===== src/rtl/row_steer_pkg.sv =====
package row_steer_pkg;

   // Sequencer state: idle, the four in-row phases, and the hand-off cycle.
   typedef enum logic [2:0] {
      ST_IDLE   = 3'd0,
      ST_SETTLE = 3'd1,
      ST_SAMP1  = 3'd2,
      ST_CLEAR  = 3'd3,
      ST_SAMP2  = 3'd4,
      ST_HAND   = 3'd5
   } seq_state_e;

   function automatic logic is_row_phase(input seq_state_e s);
      return (s == ST_SETTLE) || (s == ST_SAMP1) ||
             (s == ST_CLEAR)  || (s == ST_SAMP2);
   endfunction

endpackage


===== src/rtl/rsq_phase_timer.sv =====
module rsq_phase_timer #(
   parameter int CNT_W = 8
) (
   input  logic             clk,
   input  logic             rst,
   input  logic             restart,
   input  logic [CNT_W-1:0] dur,
   output logic             last
);

   logic [CNT_W-1:0] cnt_q;
   logic [CNT_W-1:0] limit;

   // A zero length is stretched to a single cycle.
   always_comb begin
      if (dur == '0) limit = '0;
      else           limit = dur - 1'b1;
   end

   assign last = (cnt_q >= limit);

   always_ff @(posedge clk) begin
      if (rst || restart) cnt_q <= '0;
      else                cnt_q <= cnt_q + 1'b1;
   end

endmodule


===== src/rtl/rsq_step_ctrl.sv =====
module rsq_step_ctrl
   import row_steer_pkg::*;
#(
   parameter int N_CH    = 64,
   parameter bit PAIR_EN = 1'b1,
   localparam int STEP_W = (N_CH > 1) ? $clog2(N_CH) : 1
) (
   input  logic              clk,
   input  logic              rst,
   input  logic              run,
   input  logic              token_in,
   input  logic              dbl_mode,
   input  logic              timer_last,
   output seq_state_e        state,
   output logic [STEP_W-1:0] step,
   output logic              dbl,
   output logic              timer_restart
);

   localparam logic [STEP_W-1:0] LAST_SINGLE = STEP_W'(N_CH - 1);
   localparam logic [STEP_W-1:0] LAST_DOUBLE = STEP_W'(N_CH / 2 - 1);

   seq_state_e        state_q, state_d;
   logic [STEP_W-1:0] step_q, step_d;
   logic              dbl_q, dbl_d;
   logic [STEP_W-1:0] last_step;

   assign last_step = dbl_q ? LAST_DOUBLE : LAST_SINGLE;

   always_comb begin
      state_d = state_q;
      step_d  = step_q;
      dbl_d   = dbl_q;
      unique case (state_q)
         ST_IDLE: begin
            if (token_in && run) begin
               state_d = ST_SETTLE;
               step_d  = '0;
               dbl_d   = PAIR_EN & dbl_mode;
            end
         end
         ST_SETTLE: if (timer_last) state_d = ST_SAMP1;
         ST_SAMP1:  if (timer_last) state_d = ST_CLEAR;
         ST_CLEAR:  if (timer_last) state_d = ST_SAMP2;
         ST_SAMP2: begin
            if (timer_last) begin
               if (step_q == last_step) begin
                  state_d = ST_HAND;
               end else begin
                  state_d = ST_SETTLE;
                  step_d  = step_q + 1'b1;
               end
            end
         end
         ST_HAND: state_d = ST_IDLE;
         default: state_d = ST_IDLE;
      endcase
   end

   always_ff @(posedge clk) begin
      if (rst) begin
         state_q <= ST_IDLE;
         step_q  <= '0;
         dbl_q   <= 1'b0;
      end else begin
         state_q <= state_d;
         step_q  <= step_d;
         dbl_q   <= dbl_d;
      end
   end

   assign state         = state_q;
   assign step          = step_q;
   assign dbl           = dbl_q;
   assign timer_restart = !is_row_phase(state_q) || timer_last;

endmodule


===== src/rtl/rsq_row_decoder.sv =====
module rsq_row_decoder #(
   parameter int N_CH    = 64,
   parameter bit PAIR_EN = 1'b1,
   localparam int STEP_W = (N_CH > 1) ? $clog2(N_CH) : 1
) (
   input  logic              active,
   input  logic              clr_phase,
   input  logic              dbl,
   input  logic [STEP_W-1:0] step,
   output logic [N_CH-1:0]   gate_en,
   output logic [N_CH-1:0]   clear_en
);

   for (genvar ch = 0; ch < N_CH; ch++) begin : g_ch
      localparam logic [STEP_W-1:0] SELF = STEP_W'(ch);
      localparam logic [STEP_W-1:0] PAIR = STEP_W'(ch / 2);
      logic hit;
      if (PAIR_EN) begin : g_pair
         assign hit = dbl ? (step == PAIR) : (step == SELF);
      end else begin : g_single
         assign hit = (step == SELF);
      end
      assign gate_en[ch]  = active && hit;
      assign clear_en[ch] = active && hit && clr_phase;
   end

endmodule


===== src/rtl/row_steer_seq.sv =====
module row_steer_seq
   import row_steer_pkg::*;
#(
   parameter int N_CH    = 64,
   parameter int CNT_W   = 8,
   parameter bit PAIR_EN = 1'b1
) (
   input  logic             clk,
   input  logic             rst,
   input  logic             run,
   input  logic             dbl_mode,
   input  logic             token_in,
   input  logic [CNT_W-1:0] t_settle,
   input  logic [CNT_W-1:0] t_samp1,
   input  logic [CNT_W-1:0] t_clear,
   input  logic [CNT_W-1:0] t_samp2,
   output logic [N_CH-1:0]  gate_en,
   output logic [N_CH-1:0]  clear_en,
   output logic             samp1_stb,
   output logic             samp2_stb,
   output logic             token_out
);

   localparam int STEP_W = (N_CH > 1) ? $clog2(N_CH) : 1;

   if (N_CH < 2 || (N_CH % 2) != 0) begin : g_bad_nch
      $error("row_steer_seq: N_CH must be even and at least 2");
   end
   if (CNT_W < 1) begin : g_bad_cnt
      $error("row_steer_seq: CNT_W must be at least 1");
   end

   seq_state_e        state;
   logic [STEP_W-1:0] step;
   logic              dbl;
   logic              timer_last;
   logic              timer_restart;
   logic [CNT_W-1:0]  cur_dur;

   always_comb begin
      unique case (state)
         ST_SETTLE: cur_dur = t_settle;
         ST_SAMP1:  cur_dur = t_samp1;
         ST_CLEAR:  cur_dur = t_clear;
         ST_SAMP2:  cur_dur = t_samp2;
         default:   cur_dur = '0;
      endcase
   end

   rsq_step_ctrl #(.N_CH(N_CH), .PAIR_EN(PAIR_EN)) u_ctrl (
      .clk           (clk),
      .rst           (rst),
      .run           (run),
      .token_in      (token_in),
      .dbl_mode      (dbl_mode),
      .timer_last    (timer_last),
      .state         (state),
      .step          (step),
      .dbl           (dbl),
      .timer_restart (timer_restart)
   );

   rsq_phase_timer #(.CNT_W(CNT_W)) u_timer (
      .clk     (clk),
      .rst     (rst),
      .restart (timer_restart),
      .dur     (cur_dur),
      .last    (timer_last)
   );

   rsq_row_decoder #(.N_CH(N_CH), .PAIR_EN(PAIR_EN)) u_dec (
      .active    (is_row_phase(state)),
      .clr_phase (state == ST_CLEAR),
      .dbl       (dbl),
      .step      (step),
      .gate_en   (gate_en),
      .clear_en  (clear_en)
   );

   assign samp1_stb = (state == ST_SAMP1);
   assign samp2_stb = (state == ST_SAMP2);
   assign token_out = (state == ST_HAND);

endmodule


===== config.mk =====
export PLATFORM = sky130hd
export DESIGN_NAME = row_steer_seq
export DESIGN_NICKNAME = d
export VERILOG_FILES = /design/src/rtl/row_steer_pkg.sv /design/src/rtl/rsq_phase_timer.sv /design/src/rtl/rsq_step_ctrl.sv /design/src/rtl/rsq_row_decoder.sv /design/src/rtl/row_steer_seq.sv
export SDC_FILE = /design/constraint.sdc
export NUM_CORES = 1
export LEC_CHECK = 0
export ABC_AREA = 0
export BUFFER_PORTS_ARGS = -buffer_cell sky130_fd_sc_hd__buf_2
export CORE_ASPECT_RATIO = 1.5
export CORE_MARGIN = 2
export CORE_UTILIZATION = 50
export CTS_CLUSTER_SIZE = 10
export DETAILED_ROUTE_END_ITERATION = 12
export PLACE_DENSITY = 0.89
export SETUP_SLACK_MARGIN = 0.5
export SLEW_MARGIN = 40
export SYNTH_ARGS = -nofsm -noshare
export SYNTH_HDL_FRONTEND = slang
export SYNTH_SLANG_ARGS = --single-unit

===== constraint.sdc =====
create_clock -name clk -period 8 [get_ports clk]
set_clock_uncertainty 0.05 [all_clocks]
set_input_delay 0.4 -clock clk [delete_from_list [all_inputs] [get_ports clk]]
set_output_delay 0.4 -clock clk [all_outputs]
set_load 0.02 [all_outputs]

==> Yosys cells after proc, flatten, opt, wreduce, memory -nomap -nowiden <==
Cells that the tools add are included.
{ "word_totals": {"wordCells": 302, "latchBits": 0, "ram_bits": 0, "mem_count": 0, "register_bits": 18, "romBits": 0} }
{ "classes": {"eq_ne": 75, "addsub": 3, "n_reduce_logical": 142, "n_mul": 0, "div_mod_pow": 0, "n_bitwise": 0, "n_mux": 77, "order_cmp": 1, "shifts": 0} }
{ "ops": {"columns": ["op", "count"], "rows": [
  ["$eq 6x6->1 const B", 32],
  ["$logic_and 1x1->1", 129],
  ["$eq 6x5->1 const B", 16],
  ["$mux 1", 63],
  ["$eq 6x4->1 const B", 8],
  ["$pmux 8 s4", 1],
  ["$eq 6x3->1 const B", 4],
  ["$mux 6", 4],
  ["$mux 3", 6],
  ["$pmux 3 s5", 1],
  ["$eq 6x2->1 const B", 2],
  ["$pmux 6 s2", 1],
  ["$add 8x1->8 const B", 1],
  ["$ge 8x8->1", 1],
  ["$logic_not 8->1", 1],
  ["$mux 8", 1],
  ["$ne 2x1->1 const B", 4],
  ["$sub 8x1->8 const B", 1],
  ["$add 6x1->6 const B", 1],
  ["$eq 3x2->1 const B", 2],
  ["$eq 3x3->1 const B", 2],
  ["$eq 6x1->1 const B", 1],
  ["$eq 6x6->1", 1],
  ["$logic_not 6->1", 1],
  ["other kinds (9)", 14]
]} }

==> Longest topological paths before layout <==
Gate-level depths: netlist of the first run.
{ "logic_depth": {"word_depth": 7, "ltp_mapped": 19, "mapped_depth_nobuf": 16} }

==> Modules after synthesis <==
Synthesis of the first run repeated with hierarchy kept, for this count alone.
{ "hier_totals": {"cells_unflattened": 534, "area_unflattened_um2": 3965.1} }
{ "modules_own_cells": {"columns": ["mod", "n_inst", "area_per_inst_um2", "cells_per_inst"], "rows": [
  ["rsq_row_decoder", 1, 2272.2, 339],
  ["rsq_phase_timer", 1, 650.6, 81],
  ["rsq_step_ctrl", 1, 584.3, 68],
  ["row_steer_seq", 1, 457.9, 46]
]} }

==> Least setup slack after synthesis of the first run <==
No wires, ideal clock.
{ "synth_path": {"kind": "reg2reg", "startpoint": "reg u_ctrl.state_q[1], in the netlist u_ctrl.state[1]", "endpoint": "reg u_ctrl.step_q[5], in the netlist u_ctrl.step[5]", "synth_period_minus_slack_ps": 3307, "t_arrival_ps": 3195, "n_path_buf": 2, "path_slack_ps": 4693, "setup_ps": 62, "path_stages_with_launch": 19, "cell_sequence": "dfxtp_1 buf_6 nor2_4 nand2_4 inv_4 buf_6 a221oi_2 ha_1 nand3_2 nor2_1 nand3_1 and2_1 ha_1 nand2b_1 a21oi_1 o31ai_2 nand3_1 or4_1 nand3_1"} }
{ "synth_between": {"elab_chain_len": 7, "word_cells_on_any_way": 16, "classes_between": "1 x add/sub; 1 x order compare; 7 x eq/ne; 3 x mux; 4 x reduce/logical"} }
{ "synth_rtl": {"columns": ["item", "line", "text"], "rows": [
  ["start, declared", "rsq_step_ctrl.sv:23", "seq_state_e state_q, state_d;"],
  ["start signal, assigned", "rsq_step_ctrl.sv:66", "state_q <= state_d;"],
  ["$eq 3x3->1 (*)", null, null],
  ["via samp2_stb", "row_steer_seq.sv:20", "output logic samp2_stb,"],
  ["$pmux 8 s4", "row_steer_seq.sv:41", "unique case (state)"],
  ["$sub 8x1->8 / $logic_not 8->1 (equally long branches)", "rsq_phase_timer.sv:17, rsq_phase_timer.sv:16", null],
  ["$mux 8", "rsq_phase_timer.sv:16", "if (dur == '0) limit = '0;"],
  ["$ge 8x8->1", "rsq_phase_timer.sv:20", "assign last = (cnt_q >= limit);"],
  ["$ne 2x1->1 (no source line)", null, null],
  ["$reduce_and 4->1 (no source line)", null, null],
  ["end signal, assigned", "rsq_step_ctrl.sv:67", "step_q <= step_d;"],
  ["end, declared", "rsq_step_ctrl.sv:24", "logic [STEP_W-1:0] step_q, step_d;"]
]} }
Mark *: on every way through the listed nets, which the timed path passes. The rest lies on a longest branch.
A chain may end at the register's enable or synchronous reset.

==> Final worst setup path of the first run <==
{ "layout_path": {"startpoint": "reg u_ctrl.state_q[0], in the netlist u_ctrl.state[0]", "endpoint": "reg u_ctrl.step_q[5], in the netlist u_ctrl.step[5]"} }
{ "layout_between": {"elab_chain_len": 7, "word_cells_on_any_way": 16, "classes_between": "1 x add/sub; 1 x order compare; 7 x eq/ne; 3 x mux; 4 x reduce/logical"} }
{ "layout_rtl": {"columns": ["item", "line"], "rows": [
  ["$eq 3x3->1, or another cell as far along", "rsq_step_ctrl.sv:34, row_steer_seq.sv:41"],
  ["$pmux 8 s4", "row_steer_seq.sv:41"],
  ["$sub 8x1->8 / $logic_not 8->1 (equally long branches)", "rsq_phase_timer.sv:17, rsq_phase_timer.sv:16"],
  ["$mux 8", "rsq_phase_timer.sv:16"],
  ["$ge 8x8->1", "rsq_phase_timer.sv:20"],
  ["$ne 2x1->1 (no source line)", null],
  ["$reduce_and 4->1 (no source line)", null]
]} }
Several ways; a longest one is shown, not always the timed one.

==> results of run 1 <==
## sequential cells by signal, indices dropped and copies added (netlist names)
signal / flops
u_ctrl.dbl: 1
u_ctrl.state: 3
u_ctrl.step: 6
u_timer.cnt_q: 8
## stage by stage
| step | utilization (%) | setup slack [ns] | cell area [um2] | total power, W | hold slack [ns] |
|---|---|---|---|---|---|
| 5_1_grt | 66.1 | 3.59 | 3850 | 0.000425 | 0.340 |
| 3_3_place_gp | 64.7 | 4.00 | 3770 | 0.000300 | 0.421 |
| 2_1_floorplan | - | 4.69 | 3020 | 0.000272 | 0.398 |
| 4_1_cts | 65.9 | 3.72 | 3840 | 0.000390 | 0.325 |
| 6_report | 66.1 | 3.92 | 3850 | 0.000401 | 0.316 |
| 3_5_place_dp | 64.9 | 3.80 | 3780 | 0.000313 | 0.431 |
## cell usage in the layout (no fill, tap or decap), types with 3 or more instances in the layout
cell and instances:
a21oi_1 52, a22oi_1 7, a31oi_1 11, a32oi_1 4, and2_1 17, and2b_1 3, and3_1 9, buf_2 167
clkbuf_8 4, dfxtp_1 17, ha_1 14, inv_1 8, mux2i_1 8, nand2_1 38, nand2b_1 6, nand3_1 19
nor2_1 136, nor2b_1 5, nor3_1 28, o21ai_0 12, o21ai_1 5, or3_1 3, xor2_1 8
## power by group through the flow
stage,sequential [W],clock (W),combinational (W)
2_1_floorplan,0.0000967,0,0.000175
3_3_place_gp,0.000105,0,0.000195
3_5_place_dp,0.000106,0,0.000207
4_1_cts,0.000104,0.0000760,0.000210
5_1_grt,0.000105,0.0000793,0.000241
6_report,0.000104,0.0000764,0.000221
## layer usage
layer	track usage (%)	routed length (um)	vias up
li1	-	-	1980
met1	29.9	3860	1832
met2	56.3	5480	278
met3	4.30	893	55
met4	13.2	509	0
met5	0	0	-
## final cells by class
type	instances	area, um2	share of cell area, %
Clock buffer	4	55.1	1.43
Inverter	10	40.0	1.04
Multi-Input combinational cell	431	2450	63.7
Sequential cell	18	362	9.39
Tap cell	72	90.1	2.34
Timing Repair Buffer	169	851	22.1
## final timing paths
| path | end | slack [ns] | start | depth (start not counted) |
|---|---|---|---|---|
| worst max register to register | u_ctrl.step[5] | 3.92 | u_ctrl.state[0] | 13 |
| worst min-delay path | u_ctrl.dbl | 0.32 | dbl_mode | 3 |
| worst min register to register | u_timer.cnt_q[0] | 0.44 | u_timer.cnt_q[0] | 1 |
| worst max-delay path | u_ctrl.step[5] | 3.92 | u_ctrl.state[0] | 13 |
## cells by family (layout without fill, tap and decap cells)
| family | Yosys count | count (layout) | share of synthesized area (%) |
|---|---|---|---|
| buf+inv | 52 | 183 | 8.03 |
| fa+ha+maj | 14 | 14 | 5.79 |
| compound gates | 111 | 111 | 23.3 |
| simple gates | 288 | 288 | 45.4 |
| flops | 18 | 18 | 11.9 |
| mux | 8 | 8 | 2.65 |
| xor+xnor | 10 | 10 | 2.90 |
## worst max-delay path, delay by kind of cell, from the launching register on
family                     cells  cell delay, ns
DFF                            1            0.64
adders and majority gates      1            0.30
AOI/OAI and AO/OA              7            1.74
and+or+nand+nor                5            1.29
==> results.json, run 1 <==
{
  "min_path_type": "in2reg",
  "fin_crit_ns": 4.08,
  "port-buffer-count": 167,
  "setup_viol": 0,
  "relSlewSlack_pct": 46.5,
  "cts_tree": "built",
  "core_area_um2": 5830,
  "start_util_pct": 51.9,
  "grt_pass1_wl_um": 15900,
  "tightest_slew_ns": 0.802,
  "syn_area_um2": 3020,
  "crit_chain": "nor2b_1 -> a22oi_1 -> o21ai_1 -> nor2_1 -> a211oi_1 -> a21oi_1 -> ha_1 -> o21a_1 -> a21oi_1 -> o31ai_4 -> nand3_1 -> or4_1 -> nand3_1",
  "p_switching_w": 0.000183,
  "final-hold-violation-count": 0,
  "area_growth_syn_to_layout_pct": 27.3,
  "htreeDepth": 1,
  "syn_area_per_cell_um2": 6.04,
  "p_leak_nw": 1.82,
  "drt-pass1-iter-count": 6,
  "nFillCells": 547,
  "finalSetupTns_ns": 0,
  "yosysWarnings": 0,
  "yosysMostFrequentCell": "nor2_1",
  "switching_share_pct": 45.6,
  "hpwlAfterDp_um": 8470,
  "ys_seq_area_share_pct": 11.9,
  "finalCritPeriodShare_pct": 51.0,
  "ant_nets": 0,
  "place_congestion": 1.04,
  "die_area_um2": 6700,
  "insertion_delay_ns": 0.26,
  "synth_area_leaders": "nor2_1 17%, dfxtp_1 12%, a21oi_1 8.6%",
  "grt_pass1_vias": 3596,
  "grt_max_degree": 41,
  "cts_hold_buf": 0,
  "syn_inst": 501,
  "root_buffer": "clkbuf_8",
  "vias": 4145,
  "antennaDiodeCount": 0,
  "clock_sinks": 18,
  "outcome": "complete, no violations",
  "grt_antenna_before_repair": 0,
  "worstSetupPathType": "reg2reg",
  "clk_pin_slew_ns": 0.07,
  "drt-total-wl_um": 10700,
  "gr-total-overflow": 0,
  "cp_max_fo": 14,
  "critical_path.slowest_cell": "dfxtp_1",
  "die_h_um": 99.3,
  "viasPerCell": 5.89,
  "maxCapViolations": 0,
  "worstSetupStartpointType": "register",
  "drc": 0,
  "p_seq_share_pct": 25.9,
  "combPwrFrac_pct": 55.0,
  "cpPeakStageDelay_ns": 0.64,
  "wl_per_cell_um": 15.3,
  "crit_required_ns": 8.16,
  "synthFlopType": "dfxtp_1",
  "synth_seq_cells": 18,
  "die_w_um": 67.5,
  "finalNetCount": 684,
  "layoutNonFillerInstCount": 704,
  "powerDensity_nw_per_um2": 104,
  "grt.total_usage_pct": 29.5,
  "p_int_w": 0.000218,
  "ys_types": 60,
  "ys_async_sr_fraction_pct": 0,
  "drive_gt1_share_pct": 31.6,
  "cts_resized": 0,
  "clockPowerShare_pct": 19.0,
  "synth_nets": 552,
  "num_rows": 34,
  "drtIter0Drc": 461,
  "rsz0062_at_grt": "false",
  "yosys-top-cells-count": "137 x nor2_1, 52 x a21oi_1, 38 x nand2_1",
  "cp_data_arrival_time_ns": 4.24,
  "synth-edff-count": 0,
  "end_kind": "register",
  "yosys.area.top_type": "nor2_1",
  "post_cts.repair.setup_buffers": 0,
  "slew_violations": 0,
  "clock_path_buffers": 2,
  "io_pins": 168,
  "cts_inserted_buffers": 3,
  "worst_ir_drop_vdd_mv": 0.115,
  "fmax_mhz": 245,
  "netlist.area_leader.share_pct": 17.0,
  "placed_cells": 700
}
(Power assumes the default switching activity.)
==> run 2: changes to the inputs <==
--- a/config.mk
+++ b/config.mk
@@ -9,10 +9,10 @@
 export BUFFER_PORTS_ARGS = -buffer_cell sky130_fd_sc_hd__buf_2
 export CORE_ASPECT_RATIO = 1.5
 export CORE_MARGIN = 2
-export CORE_UTILIZATION = 50
+export CORE_UTILIZATION = 46
 export CTS_CLUSTER_SIZE = 10
 export DETAILED_ROUTE_END_ITERATION = 12
-export PLACE_DENSITY = 0.89
+export PLACE_DENSITY = 0.83
 export SETUP_SLACK_MARGIN = 0.5
 export SLEW_MARGIN = 40
 export SYNTH_ARGS = -nofsm -noshare
==> constraint.sdc (replaced) <==
create_clock -name clk -period 4.3 [get_ports clk]
set_clock_uncertainty 0.05 [all_clocks]
set_input_delay 0.215 -clock clk [delete_from_list [all_inputs] [get_ports clk]]
set_output_delay 0.215 -clock clk [all_outputs]
set_load 0.02 [all_outputs]
==> run 2 against run 1 <==
Via count shrank 2.7%. Critical endpoint unchanged. Sequential share of layout area is essentially flat. Combinational power grew 87%. Worst setup slack lost 3.3 ns. Critical path depth grew 3. Non-clock buffer count grew 4. Global-route usage shrank 1.5 points. Fmax grew 11%. Utilization shrank 5.7 points. Count of clock-buffer cells in the layout is the same.
==> results.json, run 2 (synthesized netlist as in run 1, its figures left out) <==
{
  "cp_max_fo": 14,
  "area_growth_syn_to_layout_pct": 28.5,
  "fin_crit_ns": 3.68,
  "drt-pass1-iter-count": 5,
  "worst_ir_drop_vdd_mv": 0.205,
  "post_cts.repair.setup_buffers": 0,
  "core_area_um2": 6440,
  "drtIter0Drc": 276,
  "min_path_type": "in2reg",
  "multi_input_area_um2": 2450,
  "clock_path_buffers": 2,
  "die_h_um": 103,
  "grt_antenna_before_repair": 0,
  "fmax_mhz": 272,
  "drt-total-wl_um": 10600,
  "die_area_um2": 7250,
  "layout_commonest_cell": "buf_2",
  "crit_path_frequent_cell": "nand3_1",
  "fin_hold_ws_ns": 0.141,
  "die_w_um": 70.2,
  "worstSetupStartpointType": "register",
  "hold_depth": 3,
  "ant_nets": 0,
  "final-hold-violation-count": 0,
  "finalSetupTns_ns": 0,
  "num_rows": 36,
  "gr-total-overflow": 0,
  "p_leak_nw": 1.84,
  "cpPeakStageDelay_ns": 0.52,
  "worstSetupPathType": "reg2reg",
  "maxCapViolations": 0,
  "finalNetCount": 688,
  "critical_path.slowest_cell": "or4_1",
  "reg2regPathDepth": 16,
  "viasPerCell": 5.67,
  "relSlewSlack_pct": 47.4,
  "slew_violations": 0,
  "final_cell_mix": "167 x buf_2, 136 x nor2_1, 52 x a21oi_1",
  "grt_pass1_vias": 3651,
  "reg2reg_from": "u_ctrl.state[1]",
  "nFillCells": 647,
  "port-buffer-count": 167,
  "antennaDiodeCount": 0,
  "setup_viol": 0,
  "finalCritPeriodShare_pct": 85.5,
  "cts_inserted_buffers": 3,
  "hpwlAfterDp_um": 8530,
  "wl_per_cell_um": 14.8,
  "end_kind": "register",
  "tightest_slew_ns": 0.787,
  "cts_tree": "built",
  "place_ws_ns": 0.457,
  "largest_register_ffs": 8,
  "whs_endpoint": "u_ctrl.dbl",
  "powerDensity_nw_per_um2": 191,
  "crit_chain": "nor2b_4 -> and2_4 -> a221oi_4 -> ha_2 -> nand3_2 -> nor2_1 -> nand3_1 -> and2_1 -> ha_1 -> nand2b_1 -> a21oi_1 -> o31ai_2 -> buf_4 -> nand3_1 -> or4_1 -> nand3_1",
  "regMostFlops": "u_timer.cnt_q",
  "rsz0062_at_grt": "true",
  "outcome": "complete, no violations",
  "clock_sinks": 18,
  "timing.rr.end": "u_ctrl.step[5]",
  "htreeDepth": 1,
  "min_from": "dbl_mode",
  "grt_pass1_wl_um": 17000,
  "place_congestion": 0.917,
  "grt.total_usage_pct": 28.0,
  "setup_slack_ns": 0.623,
  "cp_data_arrival_time_ns": 3.83,
  "crit_required_ns": 4.45,
  "drc": 0,
  "start_util_pct": 47.0,
  "clk_pin_slew_ns": 0.08,
  "vias": 4034,
  "reg2reg_slack_ns": 0.62,
  "drive_gt1_share_pct": 32.7,
  "insertion_delay_ns": 0.26,
  "regArea_um2": 367,
  "grt_max_degree": 41,
  "root_buffer": "clkbuf_8",
  "io_pins": 168
}
-- run 2: changes by cell type in the layout (fill, tap and decap cells not counted), sizes merged --
cell  delta
buf      +4
-- run 2: worst max-delay path by stage --
stage / from / endpoint / cells past startpoint
after floorplan: u_ctrl.state[1] / u_ctrl.step[5] / 18
after global placement: u_ctrl.state[1] / u_ctrl.step[5] / 17
after detailed placement: u_ctrl.state[1] / u_ctrl.step[5] / 17
after CTS: u_ctrl.state[1] / u_ctrl.step[5] / 16
after global routing: u_ctrl.state[1] / u_ctrl.step[5] / 16
final: u_ctrl.state[1] / u_ctrl.step[5] / 16
-- run 2: where the power goes --
part           switching, W  leakage, nW  total (W)  internal [W]
registers         0.0000155        0.147   0.000188      0.000172
clock network     0.0000579       0.0288   0.000139     0.0000813
logic              0.000255         1.67   0.000414      0.000159
total              0.000328         1.84   0.000741      0.000413
-- run 2: per-stage QoR --
step / power, W / utilization, % / instances / area (um2)
finish: 0.000741 / 60.3 / 712 / 3890
detailed placement: 0.000592 / 59.1 / 708 / 3800
floorplan: 0.000506 / - / 501 / 3020
global placement: 0.000574 / 59.1 / 708 / 3800
global route: 0.000794 / 60.3 / 712 / 3890
CTS: 0.000728 / 60.0 / 712 / 3860
-- run 2: layout make-up --
| type | instances | area share [%] |
|---|---|---|
| Tap cell | 76 | 2.45 |
| Multi-Input combinational cell | 431 | 63.0 |
| Clock buffer | 4 | 1.42 |
| Sequential cell | 18 | 9.43 |
| Inverter | 10 | 1.03 |
| Timing Repair Buffer | 173 | 22.7 |
-- run 2: worst max-delay path: cells and delay by family (launching register included) --
family	cells	cell delay [ns]
AO/OA/AOI/OAI	3	0.63
adder cells (fa/ha/maj)	2	0.53
buffers and inverters	1	0.22
flip-flops	1	0.41
AND/OR/NAND/NOR	10	1.79
-- run 2: routing by layer --
layer	track usage, %	wire length [um]	up-vias	part of all wire (%)
li1	-	-	1994	-
met1	31.9	4140	1801	39
met2	54.5	5450	203	52
met3	2.03	583	36	5.5
met4	10.4	384	0	3.6
met5	0	0	-	0
-- run 2: what timing repair did --
item | in CTS | in global routing
hold buffers | 0 | 0
endpoints found under the hold margin | 0 | 0
resized for setup | 3 | 4
endpoints found under the setup margin | 1 | 9
